[src/rtl/ser8b10b_pkg.sv]
package ser8b10b_pkg;
   localparam int BYTE_BITS = 8;
   localparam int SYM_BITS  = 10;
   typedef logic [4:0] x_t;
   typedef logic [2:0] y_t;

   // the twelve control characters accepted by the encoder
   function automatic logic ctrl_legal(input x_t x, input y_t y);
      return (x == 5'd28) ||
             ((y == 3'd7) && (x == 5'd23 || x == 5'd27 || x == 5'd29 || x == 5'd30));
   endfunction

   // D.x.7 alternate 4b code selection, rd = disparity at the 4b point
   function automatic logic use_alt7(input x_t x, input logic rd);
      return rd ? (x == 5'd11 || x == 5'd13 || x == 5'd14)
                : (x == 5'd17 || x == 5'd18 || x == 5'd20);
   endfunction
endpackage

[src/rtl/ser8b10b_enc6.sv]
module ser8b10b_enc6
   import ser8b10b_pkg::*;
(
   input  x_t         x,
   input  logic       k28,
   input  logic       rd_in,
   output logic [5:0] code,
   output logic       rd_out
);
   logic [5:0] base;
   logic       neutral;
   logic       flip;

   always_comb begin
      unique case (x)
         5'd0:  base = 6'b100111;  5'd1:  base = 6'b011101;
         5'd2:  base = 6'b101101;  5'd3:  base = 6'b110001;
         5'd4:  base = 6'b110101;  5'd5:  base = 6'b101001;
         5'd6:  base = 6'b011001;  5'd7:  base = 6'b111000;
         5'd8:  base = 6'b111001;  5'd9:  base = 6'b100101;
         5'd10: base = 6'b010101;  5'd11: base = 6'b110100;
         5'd12: base = 6'b001101;  5'd13: base = 6'b101100;
         5'd14: base = 6'b011100;  5'd15: base = 6'b010111;
         5'd16: base = 6'b011011;  5'd17: base = 6'b100011;
         5'd18: base = 6'b010011;  5'd19: base = 6'b110010;
         5'd20: base = 6'b001011;  5'd21: base = 6'b101010;
         5'd22: base = 6'b011010;  5'd23: base = 6'b111010;
         5'd24: base = 6'b110011;  5'd25: base = 6'b100110;
         5'd26: base = 6'b010110;  5'd27: base = 6'b110110;
         5'd28: base = 6'b001110;  5'd29: base = 6'b101110;
         5'd30: base = 6'b011110;  default: base = 6'b101011;
      endcase
      if (k28) base = 6'b001111;
      neutral = ($countones(base) == 3);
      flip    = !neutral || (x == 5'd7 && !k28);
      code    = (rd_in && flip) ? ~base : base;
      rd_out  = neutral ? rd_in : ~rd_in;
   end
endmodule

[src/rtl/ser8b10b_enc4.sv]
module ser8b10b_enc4
   import ser8b10b_pkg::*;
(
   input  y_t         y,
   input  x_t         x,
   input  logic       kmode,
   input  logic       rd_in,
   output logic [3:0] code,
   output logic       rd_out
);
   logic [3:0] base;
   logic       neutral;
   logic       flip;

   always_comb begin
      if (kmode) begin
         unique case (y)
            3'd0: base = 4'b1011;  3'd1: base = 4'b0110;
            3'd2: base = 4'b1010;  3'd3: base = 4'b1100;
            3'd4: base = 4'b1101;  3'd5: base = 4'b0101;
            3'd6: base = 4'b1001;  default: base = 4'b0111;
         endcase
      end else begin
         unique case (y)
            3'd0: base = 4'b1011;  3'd1: base = 4'b1001;
            3'd2: base = 4'b0101;  3'd3: base = 4'b1100;
            3'd4: base = 4'b1101;  3'd5: base = 4'b1010;
            3'd6: base = 4'b0110;
            default: base = use_alt7(x, rd_in) ? 4'b0111 : 4'b1110;
         endcase
      end
      neutral = ($countones(base) == 2);
      flip    = kmode || !neutral || (y == 3'd3);
      code    = (rd_in && flip) ? ~base : base;
      rd_out  = neutral ? rd_in : ~rd_in;
   end
endmodule

[src/rtl/ser8b10b_shift.sv]
module ser8b10b_shift #(
   parameter int                SYM_W    = 10,
   parameter bit                A_FIRST  = 1'b1,
   parameter logic [SYM_W-1:0]  PREAMBLE = '0
) (
   input  logic             clk,
   input  logic             rst_n,
   input  logic [SYM_W-1:0] sym_in,
   output logic             load,
   output logic             sdo
);
   localparam int CNT_W = $clog2(SYM_W);
   localparam logic [CNT_W-1:0] LAST = CNT_W'(SYM_W - 1);

   logic [CNT_W-1:0] cnt;
   logic [SYM_W-1:0] ring;

   assign load = (cnt == LAST);

   always_ff @(posedge clk) begin
      if (!rst_n)    cnt <= '0;
      else if (load) cnt <= '0;
      else           cnt <= cnt + 1'b1;
   end

   generate
      if (A_FIRST) begin : g_msb_out
         always_ff @(posedge clk) begin
            if (!rst_n)    ring <= PREAMBLE;
            else if (load) ring <= sym_in;
            else           ring <= {ring[SYM_W-2:0], ring[SYM_W-1]};
         end
         assign sdo = ring[SYM_W-1];
      end else begin : g_lsb_out
         always_ff @(posedge clk) begin
            if (!rst_n)    ring <= PREAMBLE;
            else if (load) ring <= sym_in;
            else           ring <= {ring[0], ring[SYM_W-1:1]};
         end
         assign sdo = ring[0];
      end
   endgenerate
endmodule

[src/rtl/ser8b10b_tx.sv]
module ser8b10b_tx
   import ser8b10b_pkg::*;
#(
   parameter int               BYTE_W    = 8,
   parameter int               SYM_W     = 10,
   parameter logic [7:0]       IDLE_CODE = 8'hBC,
   parameter bit               A_FIRST   = 1'b1,
   parameter logic [SYM_W-1:0] PREAMBLE  = 10'b1010101010
) (
   input  logic              clk,
   input  logic              rst_n,
   input  logic [BYTE_W-1:0] din,
   input  logic              is_ctrl,
   input  logic              din_valid,
   output logic              sdo,
   output logic              rd_pos,
   output logic              code_err
);
   generate
      if (BYTE_W != BYTE_BITS || SYM_W != SYM_BITS) begin : g_bad_width
         $error("ser8b10b_tx: byte and symbol widths are fixed at 8 and 10");
      end
      if (IDLE_CODE[4:0] != 5'd28) begin : g_bad_idle
         $error("ser8b10b_tx: idle code must be a K28 comma");
      end
   endgenerate

   logic [BYTE_W-1:0] sel_byte;
   logic              sel_k, legal_k;
   x_t                x;
   y_t                y;
   logic [5:0]        c6;
   logic [3:0]        c4;
   logic              rd_q, rd_mid, rd_end, err_q, load;

   assign sel_byte = din_valid ? din : IDLE_CODE;
   assign sel_k    = din_valid ? is_ctrl : 1'b1;
   assign x        = sel_byte[4:0];
   assign y        = sel_byte[7:5];
   assign legal_k  = sel_k && ctrl_legal(x, y);

   ser8b10b_enc6 u_enc6 (
      .x(x), .k28(legal_k && x == 5'd28), .rd_in(rd_q), .code(c6), .rd_out(rd_mid)
   );
   ser8b10b_enc4 u_enc4 (
      .y(y), .x(x), .kmode(legal_k), .rd_in(rd_mid), .code(c4), .rd_out(rd_end)
   );
   ser8b10b_shift #(.SYM_W(SYM_W), .A_FIRST(A_FIRST), .PREAMBLE(PREAMBLE)) u_shift (
      .clk(clk), .rst_n(rst_n), .sym_in({c6, c4}), .load(load), .sdo(sdo)
   );

   always_ff @(posedge clk) begin
      if (!rst_n) begin
         rd_q  <= 1'b0;
         err_q <= 1'b0;
      end else if (load) begin
         rd_q  <= rd_end;
         err_q <= sel_k && !legal_k;
      end
   end

   assign rd_pos   = rd_q;
   assign code_err = err_q;
endmodule

[config.mk]
export PLATFORM = sky130hd
export DESIGN_NAME = ser8b10b_tx
export DESIGN_NICKNAME = d
export VERILOG_FILES = /design/src/rtl/ser8b10b_pkg.sv /design/src/rtl/ser8b10b_enc6.sv /design/src/rtl/ser8b10b_enc4.sv /design/src/rtl/ser8b10b_shift.sv /design/src/rtl/ser8b10b_tx.sv
export SDC_FILE = /design/constraint.sdc
export NUM_CORES = 1
export LEC_CHECK = 0
export BUFFER_PORTS_ARGS = -buffer_cell sky130_fd_sc_hd__buf_2
export CAP_MARGIN = 20
export CELL_PAD_IN_SITES_DETAIL_PLACEMENT = 1
export CELL_PAD_IN_SITES_GLOBAL_PLACEMENT = 1
export CORE_MARGIN = 2
export CORE_UTILIZATION = 30
export CTS_CLUSTER_SIZE = 25
export DETAILED_ROUTE_END_ITERATION = 8
export GPL_ROUTABILITY_DRIVEN = 0
export PLACE_DENSITY_LB_ADDON = 0.1
export SLEW_MARGIN = 20
export SYNTH_ARGS = -nofsm -noshare
export SYNTH_HDL_FRONTEND = slang
export SYNTH_HIERARCHICAL = 1
export SYNTH_SLANG_ARGS = --single-unit
export TNS_END_PERCENT = 50
[constraint.sdc]
create_clock -name clk -period 8.33 [get_ports clk]
set_input_delay 0 -clock clk [delete_from_list [all_inputs] [get_ports clk]]
set_output_delay 0 -clock clk [all_outputs]
set_load 0.02 [all_outputs]
==> results, run 1 <==
- The wire length of the first global-routing pass is 7110 µm.
- Sequential cells were found to cover 18.4% of the synthesized design area.
- Dividing the synthesized area by the synthesized cell count gives 8.26 µm².
- The post-detailed-placement cell area is 1810 µm².
- For this run the aggregate overflow at the end of global routing stands at 0.
- The worst pin sits at a relative slew slack of 42.2%.
- On the worst path, the slowest cell contributes a delay of 550 ps.
- The worst register-to-register path begins at rd_pos.
- The clock slew at the register clock pins of the worst setup and hold paths is 70 ps.
- Yosys mapped a number of flops with a built-in enable equal to 0.
- Once placement completed, the tool counted placed cells totaling 284.
- The final layout contains 246 nets.
- The largest area contributor in the netlist is dfxtp_1.
- The number of antenna diodes in the final layout is 0.
- The total negative setup slack is 0 ps.
- For this run, the number of Yosys warnings is 6.
- The design draws 262 µW.
- For the pin with the worst max-slew slack, the measured transition is 867 ps.
- The worst endpoint data arrival time is 6620 ps.
- The clock network fraction of design power is 26.1%.
- Summing over every cut layer, the via total after detailed routing is 1480.
- The DRC violation total after the first TritonRoute iteration is 40.
- The count of clock tree sinks is 16.
- The tightest min-delay check is of the in -> reg type.
- In the synthesized netlist, the cells that appear most often are 26 x nand2_1, 16 x dfxtp_1, 16 x nand3_1.
- The clock latency at the later pin of the worst-skew pair is 250 ps.
- The net count after synthesis is 240.
- The end-of-flow core utilization is 33.5%.
- The longest clock path from root to sink contains 2 buffers.
- The most frequently used cell type in the post-synthesis netlist is nand2_1.
- The number of gates resized after CTS is 0.
- The most critical setup path has its startpoint at din_valid.
- The critical register-to-register path endpoint is u_shift/ring[3].
- The core region is 5570 µm².
- The switching component of the power is 91.4 µW.
- The TritonCTS clock tree is yes.
- Synthesis handed over a netlist of 211 instances.
- The max-capacitance violation count is 0.
- Port buffering added 14 buffers.
- The maximum VDD drop is 0.0000715 V.
- Measured along the y axis, the die boundary spans 80.2 µm.
- The combined area of all synthesized cells is 1740 µm².
- The total of hold buffers inserted after clock tree synthesis is 0.
- The number of antenna violations at the first check in global routing was 0.
- The run finished with clean final reports.
- Once the floorplan was initialized, standard cells occupied 31.3% of the core.
- The wire length per cell is 14.0 µm.
- The final-report max-slew violation count was 0.
- The top-level port count is 15.
- The level count of the clock H-tree is 1.
- The largest fanout of any net on the critical path is 10.
- Synthesis inferred 16 register bits.
- The internal power of the cells totals 171 µW.
- The kind of capture point of the worst setup path is a register.
- In the post-synthesis netlist, the biggest area contributors are dfxtp_1 18%, ha_1 9.3%, nand2_1 5.6%.
- The worst reg-to-reg setup slack is 4920 ps.
- For this block, the routed nets add up to 4030 µm of wire.
- For this run, the leading register cell type out of synthesis is dfxtp_1.
- The finished layout cell area is 1870 µm².
- The largest net degree at the start of global routing is 26.
- The finished layout holds 288 standard cells, fillers aside.
- The floorplan has 27 rows.
- The number of CTS-inserted buffers is 3.
- The placed wire-length estimate after detailed placement is 3110 µm.
- The fmax is 154 MHz.
- For the worst flop-to-flop path, the logic depth is 14.
- The smallest clock period supported by the final layout is computed as 6510 ps.
- In this run the clock root is driven by a clkbuf_8.
- The detail-routed via count per cell is 5.14.
- Setup repair after global routing left no endpoint under its margin.
- For this design the ratio of total power to cell area is 141 nW/µm².
- The number of fillers in the final layout is 676.
- In this run the remaining antenna-violating nets after routing total 0.
- In this run the horizontal extent of the chip is 80.2 µm.
- Setup violations remaining at the end of the flow were counted as 0.
- The all-layer global routing usage is 13.6%.
- Post-CTS timing repair inserted 0 buffers for setup.
- The overall die area is 6440 µm².
- The area share of the largest cell type after synthesis is 18.4%.
- The first TritonRoute pass finished after 4 iterations.
- The share of synthesized registers carrying an async set or reset is 0%.
- The area overhead of the layout relative to synthesis is 7.11%.
- The destination of the critical timing path is u_shift/ring[3].
- The slowest stage of the critical path is the fa_1 cell.
- The via count of the first global-routing pass came to 1555.
- The startpoint identified for the worst hold timing path is rst_n.
- The sequential share of power is 31.8%.
- The DRC violation count after routing is 0.
- The proportion of layout cells with a drive suffix above 1 is 15.7%.
- The critical path is of the in -> reg type.
- Data on the critical path is required at its endpoint by 8440 ps.
- The count of final hold-check violations is 0.
- The share of the clock period used by the worst path is 78.2%.
- The combinational share of power is 42.1%.
- For this design the static power due to leakage is 0.823 nW.
- The synthesized netlist contains 56 unique library cells.
- The startpoint type of the worst setup path is an input port.
- On the final layout, the worst clock skew is 5.41 ps.
- The switching power share of the total is 34.8%.
==> worst min path at each step <==
stage	to	depth (start not counted)
2_1_floorplan	rd_pos	1
6_report	u_shift/ring[1]	2
5_1_grt	u_shift/ring[1]	2
4_1_cts	u_shift/ring[1]	2
3_5_place_dp	u_shift/ring[9]	2
3_3_place_gp	u_shift/ring[1]	2
==> cell type report <==
class / count / area (µm²) / area share (%)
Clock buffer: 4 / 55.1 / 2.95
Inverter: 13 / 48.8 / 2.61
Multi-Input combinational cell: 169 / 1280 / 68.7
Sequential cell: 16 / 320 / 17.2
Tap cell: 72 / 90.1 / 4.83
Timing Repair Buffer: 14 / 70.1 / 3.75
==> flip-flops by register name, indices dropped and copies added (netlist names) <==
name	flops
code_err	1
rd_pos	1
u_shift/cnt	4
u_shift/ring	10
==> metrics by stage <==
stage,hold WS (ps),worst slack [ps]
after floorplan,128,2510
after global routing,131,1300
final,112,1820
after detailed placement,384,1460
after CTS,116,1710
after global placement,372,1720
==> cell families after synthesis <==
family	count (synthesis)	share of synthesized area, %
simple gates	96	31.7
mux	3	1.72
flops	16	18.4
xor+xnor	15	7.97
buf+inv	26	8.04
fa+ha+maj	18	14.5
compound gates	37	17.7
==> cell usage in the layout, fill, tap and decap left out, drive strengths merged, types with 4 or more instances in the layout <==
master / count
a21oi: 7
and3: 4
buf: 14
clkbuf: 4
dfxtp: 16
fa: 4
ha: 13
inv: 13
nand2: 26
nand2b: 9
nand3: 16
nand4b: 4
nor2: 11
nor2b: 5
o211ai: 4
o21ai: 6
xnor2: 11
xor2: 4
==> power by group through the flow <==
stage	Clock, mW	Combinational, mW	Sequential (mW)
final	0.0684	0.110	0.0836
after global routing	0.0743	0.125	0.0841
after floorplan	0	0.0902	0.0851
after global placement	0	0.107	0.0851
after CTS	0.0703	0.113	0.0836
after detailed placement	0	0.112	0.0853
==> critical path: cells and delay by family <==
family | cells | cell delay, ps
simple gates | 7 | 1240
xor+xnor | 2 | 600
mux | 1 | 170
buf+inv | 5 | 570
fa+ha+maj | 8 | 2780
compound gates | 6 | 1260
==> metal layers <==
layer  up-vias  track usage (%)  share of wire [%]
li1        741                -                  -
met1       725             17.4                 48
met2        12             24.2                 49
met3         2             1.12                1.5
met4         0             4.07               0.84
met5         -                0                  0
Power figures use the tool's default switching activity.
==> run 2, diff against run 1 <==
==> constraint.sdc (replaced) <==
create_clock -name clk -period 6.75 [get_ports clk]
set_input_delay 0 -clock clk [delete_from_list [all_inputs] [get_ports clk]]
set_output_delay 0 -clock clk [all_outputs]
set_load 0.02 [all_outputs]
==> run 2 against run 1 <==
Global-route usage rose by 0.26 points. Clock power up 22%. Power up 25%. Setup slack lost 1300 ps. Utilization is 0.81 points higher. Count of clock-buffer cells in the layout unchanged. Sequential power rose by 23%. Combinational power up 29%.
==> results, run 2 (synthesis gave the netlist of run 1 again) <==
- The total negative setup slack was 0 ps (unchanged).
- The number of antenna violations at the first check in global routing is 0 (unchanged).
- The final-report max-slew violation count is 0 (unchanged).
- The register with the most flip-flops is u_shift/ring.
- The count of vias placed by the detailed router is 1483 (+0.20%).
- The number of CTS-inserted buffers is 3 (unchanged).
- The placed wire-length estimate after detailed placement is 3340 µm (+7.4%).
- The core area is 5570 µm² (unchanged).
- The DRC violation count after routing was 0 (unchanged).
- The largest fanout of any net on the critical path is 10 (unchanged).
- The global routing met1 resource utilization is 17.4% (+0.068 points).
- The transition time at the pin with the least slew margin is 634 ps (-233 ps).
- Setup repair after global routing left no endpoint under its margin.
- The number of buffers added on ports was 14 (unchanged).
- The leakage power total was 0.851 nW (+3.4%).
- The worst endpoint data arrival time is 6420 ps (-200 ps).
- The power per standard cell area came to 172 nW/µm² (+22%).
- The post-route total power is 329 µW (+25%).
- The number of routed nets with antenna violations was 0 (unchanged).
- The count of final hold-check violations is 0 (unchanged).
- The largest registers in the layout are u_shift/ring x10, u_shift/cnt x4.
- STA classifies the critical path startpoint as an input port.
- The proportion of layout cells with a drive suffix above 1 is 18.0% (+2.3 points).
- The number of nets in the final layout is 252 (+2.4%).
- The count of clock tree sinks came to 16 (unchanged).
- The clock root buffer is clkbuf_8.
- The overall die area is 6440 µm² (unchanged).
- The via count of the first global-routing pass is 1578 (+1.5%).
- The total length of routed wires was 4080 µm (+1.2%).
- The most common cell after layout, fill and taps aside is nand2_1.
- The area growth from synthesis to layout is 9.69%.
- The wire length of the first global-routing pass came to 7250 µm (+2.0%).
- The all-layer global routing usage is 13.9% (+0.26 points).
- The total of hold buffers inserted after clock tree synthesis is 0 (unchanged).
- The wire length per cell is 13.9 µm (-0.87%).
- The max-capacitance violation count is 0 (unchanged).
- The met3 routing resource usage after global routing is 1.12% (unchanged).
- The layer flagged by global routing as most heavily used is met2.
- The final critical-path setup slack was 521 ps (-1300 ps).
- The DRC violation total after the first TritonRoute iteration is 39 (-2.5%).
- The share of the clock period used by the worst path is 92.3%.
- The worst path in the final design needs a cycle of 6230 ps, including I/O delays and setup.
- The total congestion overflow after global routing is 0 (unchanged).
- The number of flip-flops under the largest register name is 10 (unchanged).
- The kind of capture point of the worst setup path is a register.
- The met2 routing resource usage after global routing is 25.0% (+0.83 points).
- The overall die width is 80.2 µm (unchanged).
- The number of gates resized after CTS is 0 (unchanged).
- The min-delay analysis places its worst path in the category in -> reg.
- The first-pass detailed-route iteration total is 4 (unchanged).
- The initial standard-cell utilization of the core is 31.3% (unchanged).
- The post-CTS setup repair buffer count is 0 (unchanged).
- The final worst clock skew is 2.16 ps (-3.25 ps).
- The worst setup path category is in -> reg.
- The clock latency at the later pin of the worst-skew pair is 240 ps (about the same).
- The TritonCTS clock tree is yes.
- The clock slew at the register clock pins of the worst setup and hold paths is 60 ps (about the same).
- The minimum setup slack after placement is 170 ps (-1290 ps).
- Based on the critical path, the design can be clocked at up to 161 MHz.
- The data required time at the worst endpoint is 6940 ps (-1500 ps).
- The maximum number of buffers from clock root to sink was 2 (unchanged).
- The die outline height came to 80.2 µm (unchanged).
- The final setup violation count was 0 (unchanged).
- The detail-routed via count per cell was 5.04 (-1.8%).
- The level count of the clock H-tree was 1 (unchanged).
- Leaving out fill and tap cells, the most frequent cells in the layout are 26 x nand2_1, 16 x dfxtp_1, 16 x nand3_1.
- The top-level port count is 15 (unchanged).
- The row count came to 27 (unchanged).
- The relative slew slack came to 57.6% (+15 points).
- The count of inserted antenna diode cells is 0 (unchanged).
- The maximum VDD drop is 0.0000778 V (+8.9%).
- The largest net degree at the start of global routing was 23 (-12%).
- The run finished with clean final reports.
==> run 2: metrics by stage <==
step	std cells	util, %	instance area, µm²	hold WS [ps]
after floorplan	211	-	1740	128
after global placement	290	33.3	1860	359
after detailed placement	290	33.3	1860	368
after CTS	294	34.3	1910	112
after global routing	294	34.3	1910	132
final	294	34.3	1910	105
==> run 2: critical path, stage by stage <==
cell	delay (ps)
buf_2	160
and2_1	360
inv_1	190
ha_1	330
mux2i_1	140
a211oi_1	100
o31ai_2	280
inv_1	100
fa_1	540
inv_1	50
fa_1	450
ha_1	200
inv_1	60
fa_1	400
nand3b_1	230
xor2_1	220
nor4b_1	350
a21oi_1	90
o211ai_2	200
a41o_1	280
fa_1	410
ha_1	200
ha_1	270
nand2_1	100
o31ai_4	300
xnor2_1	190
nand3_1	100
nand2_1	80
==> run 2: worst paths after layout <==
check,endpoint,slack (ps),depth (start not counted),startpoint
worst min register to register,u_shift/ring[2],440,2,u_shift/ring[1]
worst max-delay path,u_shift/ring[0],520,28,din_valid
worst max register to register,u_shift/ring[0],3510,13,rd_pos
worst min-delay path,u_shift/ring[1],110,2,rst_n
==> run 2: cell type report <==
| type | count | area, µm² |
|---|---|---|
| Inverter | 13 | 48.8 |
| Clock buffer | 4 | 55.1 |
| Multi-Input combinational cell | 169 | 1280 |
| Timing Repair Buffer | 20 | 115 |
| Tap cell | 72 | 90.1 |
| Sequential cell | 16 | 320 |
| Fill cell | 699 | 3660 |
==> run 2: metal layers <==
layer  routed length (µm)  vias to the layer above
met5                    0                        -
met4                   27                        0
met3                  102                        2
met2                 2090                       15
met1                 1860                      715
li1                     -                      751
==> run 2: power by group <==
group          leakage [nW]  internal, mW  total (mW)  switching, mW
Clock                0.0288        0.0517      0.0833         0.0316
Sequential            0.133         0.100       0.103        0.00268
Combinational         0.689        0.0638       0.142         0.0787
